### config.mk
export PLATFORM = sky130hd
export DESIGN_NAME = tport_if
export DESIGN_NICKNAME = d
export VERILOG_FILES = /design/src/rtl/tport_pkg.sv /design/src/rtl/tport_sync.sv /design/src/rtl/tport_bank.sv /design/src/rtl/tport_master.sv /design/src/rtl/tport_if.sv
export SDC_FILE = /design/constraint.sdc
export NUM_CORES = 1
export LEC_CHECK = 0
export ABC_AREA = 1
export CORE_MARGIN = 2
export CORE_UTILIZATION = 57
export DETAILED_ROUTE_END_ITERATION = 16
export GPL_ROUTABILITY_DRIVEN = 0
export GPL_TIMING_DRIVEN = 0
export HOLD_SLACK_MARGIN = 0.06
export PLACE_DENSITY = 0.85
export SYNTH_ARGS = -nofsm -noshare
export SYNTH_HDL_FRONTEND = slang
export SYNTH_HIERARCHICAL = 1
export SYNTH_SLANG_ARGS = --single-unit
### constraint.sdc
create_clock -name clk -period 5.54 [get_ports clk]
set_input_delay 0.831 -clock clk [delete_from_list [all_inputs] [get_ports clk]]
set_output_delay 0.831 -clock clk [all_outputs]
set_load 0.01 [all_outputs]
### src/rtl/tport_pkg.sv
package tport_pkg;
  localparam int BYTE_W  = 8;
  localparam int N_LANES = 4;
  localparam int N_SLOTS = N_LANES + 2;
  localparam int SLOT_W  = $clog2(N_SLOTS + 1);

  localparam logic [BYTE_W-1:0] CODE_NORMAL = 8'h00;
  localparam logic [BYTE_W-1:0] CODE_CLKLN  = 8'h34;
  localparam logic [BYTE_W-1:0] CODE_LANE0  = 8'h44;
  localparam logic [BYTE_W-1:0] CODE_LANE1  = 8'h54;
  localparam logic [BYTE_W-1:0] CODE_LANE2  = 8'h84;
  localparam logic [BYTE_W-1:0] CODE_LANE3  = 8'h94;
  localparam logic [BYTE_W-1:0] CODE_SETTLE = 8'h75;

  // slot 0: clock lane, slots 1..N_LANES: data lanes, last slot: settle
  localparam logic [SLOT_W-1:0] SLOT_CLK    = '0;
  localparam logic [SLOT_W-1:0] SLOT_SETTLE = SLOT_W'(N_SLOTS - 1);
  localparam logic [SLOT_W-1:0] SLOT_NONE   = '1;

  function automatic logic [SLOT_W-1:0] code_to_slot(input logic [BYTE_W-1:0] code);
    logic [SLOT_W-1:0] s;
    case (code)
      CODE_CLKLN:  s = SLOT_CLK;
      CODE_LANE0:  s = SLOT_W'(1);
      CODE_LANE1:  s = SLOT_W'(2);
      CODE_LANE2:  s = SLOT_W'(3);
      CODE_LANE3:  s = SLOT_W'(4);
      CODE_SETTLE: s = SLOT_SETTLE;
      default:     s = SLOT_NONE;
    endcase
    return s;
  endfunction
endpackage

### src/rtl/tport_sync.sv
module tport_sync #(
  parameter int              W       = 1,
  parameter int              STAGES  = 2,
  parameter logic [W-1:0]    RST_VAL = '0
) (
  input  logic         clk,
  input  logic         rst,
  input  logic [W-1:0] d,
  output logic [W-1:0] q
);
  logic [W-1:0] stage_q [STAGES];

  for (genvar g = 0; g < STAGES; g++) begin : g_stage
    if (g == 0) begin : g_first
      always_ff @(posedge clk) begin
        if (rst) stage_q[g] <= RST_VAL;
        else     stage_q[g] <= d;
      end
    end else begin : g_next
      always_ff @(posedge clk) begin
        if (rst) stage_q[g] <= RST_VAL;
        else     stage_q[g] <= stage_q[g-1];
      end
    end
  end

  assign q = stage_q[STAGES-1];
endmodule

### src/rtl/tport_bank.sv
module tport_bank
  import tport_pkg::*;
#(
  parameter int DW     = BYTE_W,
  parameter int LANES  = N_LANES
) (
  input  logic              clk,
  input  logic              rst,
  input  logic              clr_s,
  input  logic              tclk_s,
  input  logic              ten_s,
  input  logic [DW-1:0]     din_s,
  output logic [DW-1:0]     tdout,
  output logic [DW-1:0]     clk_lane_ctl,
  output logic [LANES*DW-1:0] data_lane_ctl,
  output logic [DW-1:0]     settle_ctl,
  output logic              normal_op
);
  localparam int NS = LANES + 2;

  logic              tclk_p;
  logic              rise, fall;
  logic [DW-1:0]     code_q;
  logic [DW-1:0]     slot_q [NS];
  logic [SLOT_W-1:0] sel;
  logic [DW-1:0]     rd_val;

  always_ff @(posedge clk) begin
    if (rst) tclk_p <= 1'b1;
    else     tclk_p <= tclk_s;
  end

  assign rise = tclk_s & ~tclk_p;
  assign fall = ~tclk_s & tclk_p;
  assign sel  = code_to_slot(code_q);

  always_ff @(posedge clk) begin
    if (rst || clr_s) begin
      code_q <= '0;
      for (int i = 0; i < NS; i++) slot_q[i] <= '0;
    end else begin
      if (fall && ten_s) code_q <= din_s;
      if (rise && !ten_s && sel != SLOT_NONE) slot_q[sel] <= din_s;
    end
  end

  always_comb begin
    rd_val = '0;
    if (sel != SLOT_NONE) rd_val = slot_q[sel];
  end

  always_ff @(posedge clk) begin
    if (rst) begin
      tdout     <= '0;
      normal_op <= 1'b1;
    end else begin
      tdout     <= rd_val;
      normal_op <= (code_q == CODE_NORMAL);
    end
  end

  assign clk_lane_ctl = slot_q[SLOT_CLK];
  assign settle_ctl   = slot_q[NS-1];
  for (genvar g = 0; g < LANES; g++) begin : g_lane_out
    assign data_lane_ctl[g*DW +: DW] = slot_q[g+1];
  end

  p_latch_r2: assert property (@(posedge clk) disable iff (rst)
    (fall && ten_s && !clr_s) |=> code_q == $past(din_s));

  p_keep_code_r4: assert property (@(posedge clk) disable iff (rst)
    (!clr_s && !(fall && ten_s)) |=> $stable(code_q));

  p_clear_r7: assert property (@(posedge clk) disable iff (rst)
    clr_s |=> (code_q == '0 && clk_lane_ctl == '0 && settle_ctl == '0 && data_lane_ctl == '0));

  for (genvar g = 0; g < NS; g++) begin : g_chk
    p_write_r3: assert property (@(posedge clk) disable iff (rst)
      (rise && !ten_s && !clr_s && sel == SLOT_W'(g)) |=> slot_q[g] == $past(din_s));
    p_no_stray_r6: assert property (@(posedge clk) disable iff (rst)
      (!clr_s && !(rise && !ten_s && sel == SLOT_W'(g))) |=> $stable(slot_q[g]));
  end
endmodule

### src/rtl/tport_master.sv
module tport_master
  import tport_pkg::*;
#(
  parameter int DW   = BYTE_W,
  parameter int HOLD = 4
) (
  input  logic          clk,
  input  logic          rst,
  input  logic          req_valid,
  input  logic [DW-1:0] req_code,
  input  logic [DW-1:0] req_data,
  output logic          req_ready,
  output logic          tclk_o,
  output logic          ten_o,
  output logic [DW-1:0] tdin_o
);
  localparam int HCW    = $clog2(HOLD + 1);
  localparam int NSTEPS = 6;
  localparam int STW    = $clog2(NSTEPS);

  typedef enum logic {M_IDLE, M_RUN} mst_state_e;

  mst_state_e     state_q;
  logic [HCW-1:0] hold_q;
  logic [STW-1:0] step_q;
  logic [DW-1:0]  data_q;

  always_ff @(posedge clk) begin
    if (rst) begin
      state_q <= M_IDLE;
      hold_q  <= '0;
      step_q  <= '0;
      data_q  <= '0;
      tclk_o  <= 1'b1;
      ten_o   <= 1'b0;
      tdin_o  <= '0;
    end else if (state_q == M_IDLE) begin
      if (req_valid) begin
        state_q <= M_RUN;
        tdin_o  <= req_code;
        data_q  <= req_data;
        hold_q  <= '0;
        step_q  <= '0;
      end
    end else if (hold_q != HCW'(HOLD - 1)) begin
      hold_q <= hold_q + 1'b1;
    end else begin
      hold_q <= '0;
      step_q <= step_q + 1'b1;
      case (step_q)
        STW'(0): ten_o   <= 1'b1;
        STW'(1): tclk_o  <= 1'b0;
        STW'(2): ten_o   <= 1'b0;
        STW'(3): tdin_o  <= data_q;
        STW'(4): tclk_o  <= 1'b1;
        default: state_q <= M_IDLE;
      endcase
    end
  end

  assign req_ready = (state_q == M_IDLE);

  p_one_pin_r9: assert property (@(posedge clk) disable iff (rst)
    1'b1 |=> ($stable(tclk_o) || $stable(ten_o)));

  p_rest_r10: assert property (@(posedge clk) disable iff (rst)
    req_ready |-> (tclk_o && !ten_o));

  p_accept_r10: assert property (@(posedge clk) disable iff (rst)
    (req_valid && req_ready) |=> !req_ready);
endmodule

### src/rtl/tport_if.sv
module tport_if
  import tport_pkg::*;
#(
  parameter int DW          = BYTE_W,
  parameter int LANES       = N_LANES,
  parameter int SYNC_STAGES = 2,
  parameter int HOLD        = 4
) (
  input  logic                clk,
  input  logic                rst,
  input  logic                req_valid,
  input  logic [DW-1:0]       req_code,
  input  logic [DW-1:0]       req_data,
  output logic                req_ready,
  output logic                m_tclk,
  output logic                m_ten,
  output logic [DW-1:0]       m_tdin,
  input  logic                s_tclr,
  input  logic                s_tclk,
  input  logic                s_ten,
  input  logic [DW-1:0]       s_tdin,
  output logic [DW-1:0]       s_tdout,
  output logic [DW-1:0]       clk_lane_ctl,
  output logic [LANES*DW-1:0] data_lane_ctl,
  output logic [DW-1:0]       settle_ctl,
  output logic                normal_op
);
  localparam int PW = DW + 3;
  localparam logic [PW-1:0] PIN_REST = {1'b0, 1'b1, 1'b0, {DW{1'b0}}};

  logic [PW-1:0] pins_s;

  tport_sync #(.W(PW), .STAGES(SYNC_STAGES), .RST_VAL(PIN_REST)) i_sync (
    .clk (clk),
    .rst (rst),
    .d   ({s_tclr, s_tclk, s_ten, s_tdin}),
    .q   (pins_s)
  );

  tport_bank #(.DW(DW), .LANES(LANES)) i_bank (
    .clk           (clk),
    .rst           (rst),
    .clr_s         (pins_s[DW+2]),
    .tclk_s        (pins_s[DW+1]),
    .ten_s         (pins_s[DW]),
    .din_s         (pins_s[DW-1:0]),
    .tdout         (s_tdout),
    .clk_lane_ctl  (clk_lane_ctl),
    .data_lane_ctl (data_lane_ctl),
    .settle_ctl    (settle_ctl),
    .normal_op     (normal_op)
  );

  tport_master #(.DW(DW), .HOLD(HOLD)) i_master (
    .clk       (clk),
    .rst       (rst),
    .req_valid (req_valid),
    .req_code  (req_code),
    .req_data  (req_data),
    .req_ready (req_ready),
    .tclk_o    (m_tclk),
    .ten_o     (m_ten),
    .tdin_o    (m_tdin)
  );
endmodule

======== After elaboration in Yosys (flattened, before gate mapping) ========
Memory sizes are Yosys's and may differ from the RTL's. A register that Yosys moved wholly into a read port is not among the register bits.
Cells that the tools add are included.
Widths: inputs -> output; s select.
cells by class
  $add $sub $neg .......................... 2
  multipliers ............................. 0
  divide/modulo/power cells ............... 0
  $lt $le $gt $ge ......................... 0
  equality and inequality tests ........... 14
  shift-type cells ........................ 0
  multiplexer cells ....................... 29
  bitwise gates (word level) .............. 9
  reduce and logical (&&, ||, !) cells .... 18
operator list
  operator             number
  $mux 8               5
  $eq 8x7->1 const B   3
  $mux 11              2
  $mux 3               6
  $pmux 3 s6           1
  $eq 8x8->1 const B   2
  $mux 1               13
  $reduce_and 3->1     3
  $eq 8x6->1 const B   1
  $logic_not 8->1      1
  $reduce_or 8->1      1
  $add 3x1->3 const B  2
  $eq 3x2->1 const B   2
  $reduce_bool 2->1    3
  $not 1->1            5
  $reduce_or 5->1      1
  $ne 2x2->1 const B   2
  $pmux 1 s2           2
  $reduce_and 2->1     2
  $eq 3x1->1 const B   1
  $eq 3x3->1 const B   1
  $logic_and 1x1->1    3
  $logic_not 3->1      1
  $ne 3x2->1 const B   1
  6 further kinds      8
storage, ports and cells
  bits in registers ....................... 35
  bits in latches ......................... 0
  bits in writable memories ............... 70
  bits in read-only memories .............. 0
  input port bits ......................... 30
  output and inout port bits .............. 68
  memories ................................ 2
memory list
  name            depth  bits a word  rd ports  clocked after Yosys merged registers in  wr ports  line              RTL
  i_bank.slot_q   6      8            7         1                                        6         tport_bank.sv:24  logic [DW-1:0] slot_q [NS];
  i_sync.stage_q  2      11           2         0                                        2         tport_sync.sv:11  logic [W-1:0] stage_q [STAGES];

======== Logic depth before layout (Yosys ltp) ========
Gate-level depths: netlist of run 1.
  depth after elaboration ................. 9
  depth in mapped cells ................... 15
  gate-level depth less buffers ........... 13

======== By module ========
Netlist of run 1, hierarchy kept.
modules (own cells, without submodules)
  module        instances  cells an instance  area an instance (µm²)  seq. area each (µm²)
  tport_bank    1          452                3931.3                  2282.2
  tport_master  1          183                1237.4                  500.5
  tport_sync    1          69                 631.9                   440.4

======== Worst setup path after synthesis of run 1 ========
No wires, ideal clock.
  path kind ............................... input to register
  start ................................... input rst
  end ..................................... memory i_bank/slot_q[2][0] (netlist name), enable pin
  arrival time ............................ 1854 ps
  data required time ...................... 5211 ps
  slack ................................... 3358 ps
  stages on the path ...................... 7
  buffers on the path ..................... 0
  path through ............................ nor2_1 > nand3_4 > inv_2 > nand2_4 > clkinv_2 > nand3_4 > nand2_1
RTL lines
  what         line              RTL
  from (decl)  tport_if.sv:10    input logic rst,
  to (decl)    tport_bank.sv:24

==> flow_summary_export.csv, run 1 <==
group,metric,value,unit
worst_setup_path,start_kind,"input pin",
drt,drt-wirelength-per-cell,14.7,um
layout,finish.net_count,871,
synthesis,syn_inst,704,
timing,rsz0062_at_grt,"no",
synthesis,synth_seq_cells,129,
worst_setup_path,cp-end-kind,"flip-flop",
timing,fmax,358,MHz
layout,syn_to_final_growth,30.4,%
min_path,hp-class,"flip-flop to flip-flop",
global_routing,grt_overflow,0,
timing,fin_skew,10.7,ps
drt,dr.pass1.iters,7,
layout,regArea,0.00322,mm2
place,dp.cells,949,
cts,post_cts_buffers,0,
cts,ctsResizeCount,0,
worst_setup_path,worstPathCellList,"clkdlybuf4s50_1 -> nor2_1 -> nand3_4 -> inv_2 -> nand2_4 -> clkinv_2 -> nand3_4 -> nand2_1",
timing,period_needed,2790,ps
floorplanning,start_util,59.1,%
timing,finalSetupViolCount,0,
synthesis,syn_area_per_cell,8.24,um2
drt,via_count,5083,
layout,layout-drive-gt1-share,8.49,%
place,place_area,0.00699,mm2
cts,path_clk_slew,60,ps
worst_setup_path,cp_num_buf_inv,3,
cts,ctsHoldBuffers,0,
worst_setup_path,cpLargestDelayFamily,"simple AND/OR/NAND/NOR gates",
global_routing,grt_pass1_vias,5070,
floorplanning,num_rows,36,
flow_run,cap_viol_max_count,0,
cts,cts_max_level,4,
cts,cts_max_path_buffers,2,
worst_setup_path,cp_data_required_time,5710,ps
worst_setup_path,critPathSlowestCell,"clkdlybuf4s50_1",
floorplanning,dieArea,0.0110,mm2
synthesis,yosysWarnings,6,
place,dp_hpwl,9.99,mm
power,cellLeakagePower,0.00329,uW
global_routing,grt_pass1_wl,22.8,mm
floorplanning,die_h,105,um
worst_setup_path,cp_slowest_stage_delay,580,ps
timing,tightest_slew,596,ps
place,portBuffers,97,
power,powerDensity,303,mW/mm2
layout,finalNonFillerCells,981,
cts,clockRootBuffer,"clkbuf_8",
drt,routed_wl,14.4,mm
synthesis,syn-cell-area,0.00580,mm2
cts,cts_sinks,129,
power,vdd_drop_max,0.000220,V
timing,final_max_slew_viol_count,0,
synthesis,async_reset_ff_share,0,%
cts,cts_tree,"done",
floorplanning,core_area,0.00982,mm2
cts,clk_latency,510,ps
timing,hold_viol_final,0,
status,status,"complete, no violations",
cts,cts_buffers,17,
synthesis,synth_flop_cell,"dfxtp_1",
drt,drtIter0Drc,292,
layout,fill_cells,683,
worst_setup_path,cp.arrival,2960,ps
layout,stdcell_area,0.00756,mm2
synthesis,synth_cell_types,29,
timing,setup-tns-final,0,ps
drt,via_per_inst,5.18,
layout,multi_input_area,0.00196,mm2
worst_setup_path,path_max_fanout,9,
global_routing,antenna_found_initial,0,
synthesis,seq_area_frac_synth,55.6,%
layout,diodes,0,
worst_setup_path,path_class,"input pin to flip-flop",
global_routing,grt_max_degree,17,
worst_setup_path,cp_common_cell,"nand3_4",
floorplanning,die_w,105,um
timing,period_share,50.4,%
drt,drtAntennaViolNets,0,
global_routing,track_usage,26.5,%
floorplanning,num_io_pins,98,
drt,drc,0,
synthesis,synth-edff-count,64,
timing,relSlewSlack,60.3,%
## sequential cells by signal (all words and copies together), names as in the netlist
register,cells
i_bank/slot_q,64
i_bank/tclk_p,1
i_master/hold_q,3
i_bank/tdout,8
i_master/state_q,1
i_bank/code_q,8
i_sync/stage_q,22
i_master/data_q,8
i_master/ten_o,1
i_master/tclk_o,1
i_master/tdin_o,8
i_master/step_q,3
i_bank/normal_op,1
## stage by stage
| step | power, uW | utilization, % | setup WS [ps] | hold WS (ps) |
|---|---|---|---|---|
| after floorplan | 1160 | - | 3360 | 380 |
| after global placement | 1240 | 71.2 | 2390 | 386 |
| after detailed placement | 1250 | 71.2 | 2320 | 394 |
| after CTS | 2300 | 77.0 | 2790 | 403 |
| after global routing | 2360 | 77.0 | 2590 | 408 |
| final | 2290 | 77.0 | 2750 | 399 |
## synth_stat cells, types with 3 or more instances
library cell  count  area [um2]
nand2_4           4        45.0
buf_2            11        55.1
ha_1              6        75.1
nand3b_1          6        45.0
nand3_2           3        30.0
nand3_1          54         270
dfxtp_1          65        1300
inv_2             5        18.8
nand2_2           3        18.8
a31oi_1          14        87.6
nor2_1          149         559
o21ai_1           9        45.0
o21ai_0          11        55.1
a21oi_1          23         115
nand3_4           3        52.6
clkinv_1          5        18.8
nand2_1         116         435
clkbuf_1          7        26.3
edfxtp_1         64        1920
inv_1           129         484
nor2_2            3        18.8
buf_6             5        56.3
## final timing paths
path                                           start                   end  slack [ps]  cells after the start
worst max-delay path                             rst   i_bank/slot_q[2][6]        2750                      8
worst min-delay path            i_sync/stage_q[0][8]  i_sync/stage_q[1][8]         400                      2
worst max register to register      i_bank/code_q[6]   i_bank/slot_q[2][6]        3120                     13
worst min register to register  i_sync/stage_q[0][8]  i_sync/stage_q[1][8]         400                      2
## area by class of cell
type                    instances  area share [%]
repair buffers                 97            12.8
flip-flops and latches        129            42.6
plain buffers                  24            1.92
well taps                     133            2.20
inverters                     140            6.97
clock inverters                12            1.34
clock buffers                  20            6.17
multi-input cells             426            25.9
## tightest hold or removal path, cell delays in order (launching register included)
cell and delay [ps]:
dfxtp_1 300, inv_1 40, nor2_1 30
## cell usage in the layout (no fill, tap or decap), types with 14 or more instances in the layout
| cell type | count |
|---|---|
| a31oi_1 | 14 |
| clkdlybuf4s50_1 | 97 |
| dfxtp_1 | 65 |
| inv_1 | 129 |
| edfxtp_1 | 64 |
| clkbuf_16 | 17 |
| conb_1 | 16 |
| nor2_1 | 149 |
| a21oi_1 | 23 |
| nand2_1 | 116 |
| nand3_1 | 54 |
## report_power, final
| group | switching, uW | internal, uW | leakage (uW) |
|---|---|---|---|
| clock network | 411 | 645 | 0.000291 |
| logic | 88.0 | 82.7 | 0.00180 |
| registers | 21.8 | 1040 | 0.00119 |
| total | 521 | 1770 | 0.00329 |
## routing by layer
metal  part of all wire [%]  global-route usage, %  vias to the layer above
li1                       -                      -                     2432
met1                     37                   28.3                     2313
met2                     52                   47.5                      286
met3                    8.0                   6.18                       52
met4                    3.9                   15.1                        0
met5                      0                      0                        -
## kinds of logic (layout without fill, tap and decap cells)
family,after synthesis,after routing,synth area share [%]
adders and majority gates,6,6,1.29
and+or+nand+nor,347,347,26.3
buffers and inverters,164,293,11.6
other,1,16,0.0646
AOI/OAI and AO/OA,57,57,5.22
DFF,129,129,55.6
Power figures use the tool's default switching activity.
==> inputs of run 2 (changes only) <==
--- a/config.mk
+++ b/config.mk
@@ -7,12 +7,12 @@
 export LEC_CHECK = 0
 export ABC_AREA = 1
 export CORE_MARGIN = 2
-export CORE_UTILIZATION = 57
+export CORE_UTILIZATION = 53
 export DETAILED_ROUTE_END_ITERATION = 16
 export GPL_ROUTABILITY_DRIVEN = 0
 export GPL_TIMING_DRIVEN = 0
 export HOLD_SLACK_MARGIN = 0.06
-export PLACE_DENSITY = 0.85
+export PLACE_DENSITY = 0.8
 export SYNTH_ARGS = -nofsm -noshare
 export SYNTH_HDL_FRONTEND = slang
 export SYNTH_HIERARCHICAL = 1
==> constraint.sdc (replaced) <==
create_clock -name clk -period 2.7 [get_ports clk]
set_input_delay 0.405 -clock clk [delete_from_list [all_inputs] [get_ports clk]]
set_output_delay 0.405 -clock clk [all_outputs]
set_load 0.01 [all_outputs]
==> flow_summary_export.csv, run 2 (synthesis gave the netlist of run 1 again) <==
group,metric,value,unit
status,status,"complete, no violations",
timing,setup-tns-final,0,ps
place,dp_hpwl,9.77,mm
floorplanning,core_area,0.0107,mm2
cts,clockRootBuffer,"clkbuf_8",
layout,layout_common_cells,"nor2_1, inv_1, nand2_1, clkdlybuf4s50_1, dfxtp_1",
drt,via_count,4907,
floorplanning,dieArea,0.0118,mm2
global_routing,grt_max_degree,17,
floorplanning,die_w,109,um
layout,layout.cells.most_common,"nor2_1",
place,place_area,0.00700,mm2
drt,drtIter0Drc,364,
floorplanning,die_h,109,um
layout,regMostFlops,"i_bank/slot_q",
timing,hold_viol_final,0,
cts,path_clk_slew,60,ps
layout,syn_to_final_growth,30.5,%
cts,cts_tree,"done",
cts,clk_latency,510,ps
worst_setup_path,critPathSlowestCell,"nand2_1",
cts,cts_max_path_buffers,2,
worst_setup_path,cp_data_required_time,2860,ps
floorplanning,num_io_pins,98,
drt,drt-wirelength-per-cell,13.9,um
timing,relSlewSlack,59.6,%
worst_setup_path,path_class,"flip-flop to flip-flop",
cts,ctsResizeCount,0,
worst_setup_path,worstPathCellList,"inv_1 -> nand2_1 -> nor2_1 -> o21ai_1 -> nand3_2 -> buf_6 -> nand3_4 -> inv_2 -> nand2_4 -> clkinv_2 -> nand3_4 -> nand2_1",
layout,finish.net_count,871,
worst_setup_path,cp-end-kind,"flip-flop",
worst_setup_path,cpLargestDelayFamily,"simple AND/OR/NAND/NOR gates",
timing,rsz0062_at_grt,"no",
global_routing,grt_pass1_wl,22.2,mm
global_routing,antenna_found_initial,0,
worst_setup_path,cp_num_buf_inv,4,
power,cellLeakagePower,0.00327,uW
worst_setup_path,path_max_fanout,10,
layout,layout-drive-gt1-share,8.38,%
timing,finalSetupViolCount,0,
cts,cts_sinks,129,
timing,setup_ws,314,ps
timing,fmax,419,MHz
layout,largest_registers,"i_bank/slot_q x64, i_sync/stage_q x22",
global_routing,track_usage,24.7,%
place,pre_cts_ws,-41.1,ps
power,vdd_drop_max,0.000479,V
worst_setup_path,cp.arrival,2550,ps
drt,via_per_inst,4.97,
timing,period_share,88.4,%
drt,routed_wl,13.8,mm
drt,dr.pass1.iters,5,
layout,largest_reg_flops,64,
cts,post_cts_buffers,0,
layout,stdcell_area,0.00757,mm2
layout,diodes,0,
worst_setup_path,cp_slowest_stage_delay,340,ps
floorplanning,start_util,54.0,%
timing,fin_skew,9.81,ps
cts,ctsHoldBuffers,0,
worst_setup_path,start_kind,"flip-flop",
timing,tightest_slew,606,ps
place,portBuffers,97,
timing,period_needed,2390,ps
drt,drtAntennaViolNets,0,
floorplanning,num_rows,38,
timing,final_max_slew_viol_count,0,
cts,cts_max_level,4,
power,powerDensity,617,mW/mm2
drt,drc,0,
min_path,hp-class,"flip-flop to flip-flop",
flow_run,cap_viol_max_count,0,
cts,cts_buffers,17,
global_routing,grt_pass1_vias,4911,
global_routing,grt_overflow,0,
[run 2: cell count changes in the layout (fill, tap and decap cells not counted)]
cell,delta
inv_6,+1
clkinv_4,-1
clkinvlp_4,+1
clkinv_2,-2
[run 2: worst paths after layout]
kind	end	cells past startpoint	slack, ps	start
min	i_sync/stage_q[1][5]	2	400	i_sync/stage_q[0][5]
min reg2reg	i_sync/stage_q[1][5]	2	400	i_sync/stage_q[0][5]
max reg2reg	i_bank/slot_q[2][0]	12	310	i_bank/code_q[3]
max	i_bank/slot_q[2][0]	12	310	i_bank/code_q[3]
[run 2: power breakdown]
group	switching [uW]	total, uW	internal, uW
Clock	828	2150	1320
Sequential	42.1	2180	2130
Combinational	175	341	166
Total	1050	4670	3620
[run 2: cell type report]
class,count,area [um2]
clock buffers,20,467
fillers,869,3180
inverters,140,527
flip-flops and latches,129,3220
clock inverters,11,98.8
well taps,140,175
multi-input cells,426,1960
repair buffers,97,971
plain buffers,24,145
[run 2: worst reg2reg max path, stage by stage (launching register included)]
cell and delay (ps):
dfxtp_1 290, inv_1 110, nand2_1 100, nor2_1 180, o21ai_1 130, nand3_2 110
buf_6 160, nand3_4 160, inv_2 140, nand2_4 90, clkinv_2 110, nand3_4 120
nand2_1 340
[run 2: metal layers]
metal / global-route usage, % / up-vias / wire [um]
met5: 0 / - / 0
met4: 11.4 / 0 / 434
met3: 5.62 / 42 / 811
met2: 44.2 / 195 / 7150
met1: 28.0 / 2243 / 5360
li1: - / 2427 / -
[run 2: metrics by stage]
step,hold slack [ps],instances,util [%],power (uW)
final,401,987,70.4,4670
after global routing,391,987,70.4,4850
after CTS,388,987,70.4,4690
after detailed placement,392,956,65.2,2550
after global placement,387,956,65.2,2540
after floorplan,380,719,-,2380
==> inputs of run 3 (changes only) <==
--- a/config.mk
+++ b/config.mk
@@ -7,12 +7,14 @@
 export LEC_CHECK = 0
 export ABC_AREA = 1
 export CORE_MARGIN = 2
-export CORE_UTILIZATION = 53
+export CORE_UTILIZATION = 55
+export CTS_BUF_LIST = sky130_fd_sc_hd__clkbuf_4 sky130_fd_sc_hd__clkbuf_8
 export DETAILED_ROUTE_END_ITERATION = 16
 export GPL_ROUTABILITY_DRIVEN = 0
 export GPL_TIMING_DRIVEN = 0
 export HOLD_SLACK_MARGIN = 0.06
-export PLACE_DENSITY = 0.8
+export PLACE_DENSITY = 0.82
+export SKIP_LAST_GASP = 1
 export SYNTH_ARGS = -nofsm -noshare
 export SYNTH_HDL_FRONTEND = slang
 export SYNTH_HIERARCHICAL = 1
==> flow_summary_export.csv, run 3 (synthesis gave the netlist of run 1 again) <==
group,metric,value,unit
status,status,"complete, no violations",
global_routing,grt_pass1_vias,4900,
worst_setup_path,path_max_fanout,9,
worst_setup_path,path_class,"input pin to flip-flop",
layout,finalNonFillerCells,984,
cts,cts_sinks,129,
power,powerDensity,564,mW/mm2
layout,finish.net_count,871,
min_path,hp-class,"flip-flop to flip-flop",
drt,drtAntennaViolNets,0,
drt,drtIter0Drc,332,
place,portBuffers,97,
worst_setup_path,cp-end-kind,"flip-flop",
power,cellLeakagePower,0.00320,uW
cts,clk_latency,420,ps
drt,dr.pass1.iters,5,
floorplanning,core_area,0.0103,mm2
place,dp.cells,952,
worst_setup_path,cpLargestDelayFamily,"simple AND/OR/NAND/NOR gates",
power,power_frac_seq,52.0,%
layout,postLayoutCoreUtil,72.1,%
cts,ctsResizeCount,0,
cts,path_clk_slew,70,ps
layout,layout_common_cells,"nor2_1, inv_1, nand2_1, clkdlybuf4s50_1, dfxtp_1",
place,pre_cts_ws,-65.6,ps
power,vdd_drop_max,0.000307,V
layout,layout.cells.most_common,"nor2_1",
global_routing,grt_max_degree,17,
floorplanning,die_w,107,um
timing,fmax,421,MHz
timing,period_needed,2380,ps
worst_setup_path,rr_startpoint,"i_bank/code_q[3]",
timing,period_share,88.1,%
timing,setup_ws,322,ps
timing,tightest_slew,572,ps
timing,fin_skew,10.7,ps
layout,largest_reg_flops,64,
cts,cts_buffers,17,
layout,diodes,0,
global_routing,met1_usage,28.2,%
layout,fill_cells,799,
power,switching_power,958,uW
timing,final_max_slew_viol_count,0,
drt,via_count,4976,
cts,ctsHoldBuffers,0,
worst_setup_path,critical_path.endpoint,"i_bank/slot_q[0][5]",
cts,clockRootBuffer,"clkbuf_8",
cts,cts_tree,"done",
power,pwr-share-comb,8.1,%
global_routing,antenna_found_initial,0,
floorplanning,num_io_pins,98,
worst_setup_path,crit_start,"rst",
timing,rsz0062_at_grt,"no",
layout,layout-drive-gt1-share,8.49,%
global_routing,grtUsageMet2,43.4,%
global_routing,grt_overflow,0,
worst_setup_path,cp.arrival,2450,ps
layout,regMostFlops,"i_bank/slot_q",
worst_setup_path,rrSetupSlack,360,ps
worst_setup_path,critPathSlowestCell,"clkdlybuf4s50_1",
drt,drc,0,
layout,largest_registers,"i_bank/slot_q x64, i_sync/stage_q x22",
floorplanning,num_rows,37,
drt,via_per_inst,5.06,
worst_setup_path,cp.depth,8,
floorplanning,die_h,107,um
worst_setup_path,rr_endpoint,"i_bank/slot_q[0][5]",
worst_setup_path,reg2regPathDepth,12,
power,clock_power_share,39.9,%
global_routing,track_usage,24.3,%
cts,cts_max_level,4,
worst_setup_path,cp_common_cell,"nand2_4",
worst_setup_path,cp_num_buf_inv,2,
global_routing,grt_pass1_wl,21.7,mm
timing,finalSetupViolCount,0,
floorplanning,start_util,56.4,%
timing,hold_viol_final,0,
global_routing,use_met3,5.17,%
drt,drt-wirelength-per-cell,13.4,um
cts,cts_max_path_buffers,2,
worst_setup_path,cp_slowest_stage_delay,590,ps
power,p_sw_share,22.9,%
cts,post_cts_buffers,0,
floorplanning,dieArea,0.0114,mm2
drt,routed_wl,13.2,mm
layout,syn_to_final_growth,27.8,%
place,dp_hpwl,9.83,mm
power,p_int,3220,uW
global_routing,grt_busiest_layer,"met2",
worst_setup_path,cp_data_required_time,2780,ps
worst_setup_path,start_kind,"input pin",
worst_setup_path,worstPathCellList,"clkdlybuf4s50_1 -> nor2_1 -> nand3_4 -> inv_2 -> nand2_4 -> nor2_8 -> nand2_4 -> nand2_1",
timing,relSlewSlack,61.9,%
flow_run,cap_viol_max_count,0,
[run 3: area by class of cell]
class	instances	area [um2]	share of cell area, %
clock buffer	21	289	3.90
inverter	140	527	7.11
clock inverter	11	126	1.70
timing repair buffer	97	971	13.1
multi-input combinational	426	1960	26.5
buffer	24	145	1.96
sequential	129	3220	43.5
tap	136	170	2.30
[run 3: power by group through the flow]
| stage | Clock, uW | Combinational (uW) | Sequential [uW] |
|---|---|---|---|
| after floorplan | 0 | 153 | 2230 |
| final | 1670 | 337 | 2170 |
| after detailed placement | 0 | 337 | 2220 |
| after CTS | 1690 | 339 | 2170 |
| after global placement | 0 | 327 | 2210 |
| after global routing | 1790 | 376 | 2180 |
[run 3: worst min-delay path by stage]
stage	endpoint	slack [ps]	cells after the start	startpoint
after floorplan	i_sync/stage_q[1][9]	380	2	i_sync/stage_q[0][9]
after global placement	i_sync/stage_q[1][9]	390	2	i_sync/stage_q[0][9]
after detailed placement	i_sync/stage_q[1][8]	400	2	i_sync/stage_q[0][8]
after CTS	i_sync/stage_q[1][4]	400	2	i_sync/stage_q[0][4]
after global routing	i_sync/stage_q[1][6]	420	2	i_sync/stage_q[0][6]
final	i_sync/stage_q[1][4]	400	2	i_sync/stage_q[0][4]
[run 3: metal layers]
metal	wire [um]	vias to the layer above
met2	6750	234
met1	5080	2278
li1	-	2429
met4	364	0
met3	976	35
met5	0	-
[run 3: worst register-to-register path: cells and delay by family (launching register included)]
family	cells	cell delay (ps)
buffers and inverters	3	400
DFF	1	300
AOI/OAI and AO/OA	1	130
and+or+nand+nor	8	1160
[run 3: stage by stage]
| stage | TNS, ps | total power, uW | hold WS [ps] | area [um2] |
|---|---|---|---|---|
| after floorplan | 0 | 2380 | 380 | 5860 |
| after detailed placement | -1650 | 2550 | 398 | 7000 |
| after global placement | 0 | 2540 | 386 | 7000 |
| after global routing | 0 | 4350 | 418 | 7410 |
| after CTS | 0 | 4200 | 403 | 7410 |
| final | 0 | 4180 | 402 | 7410 |
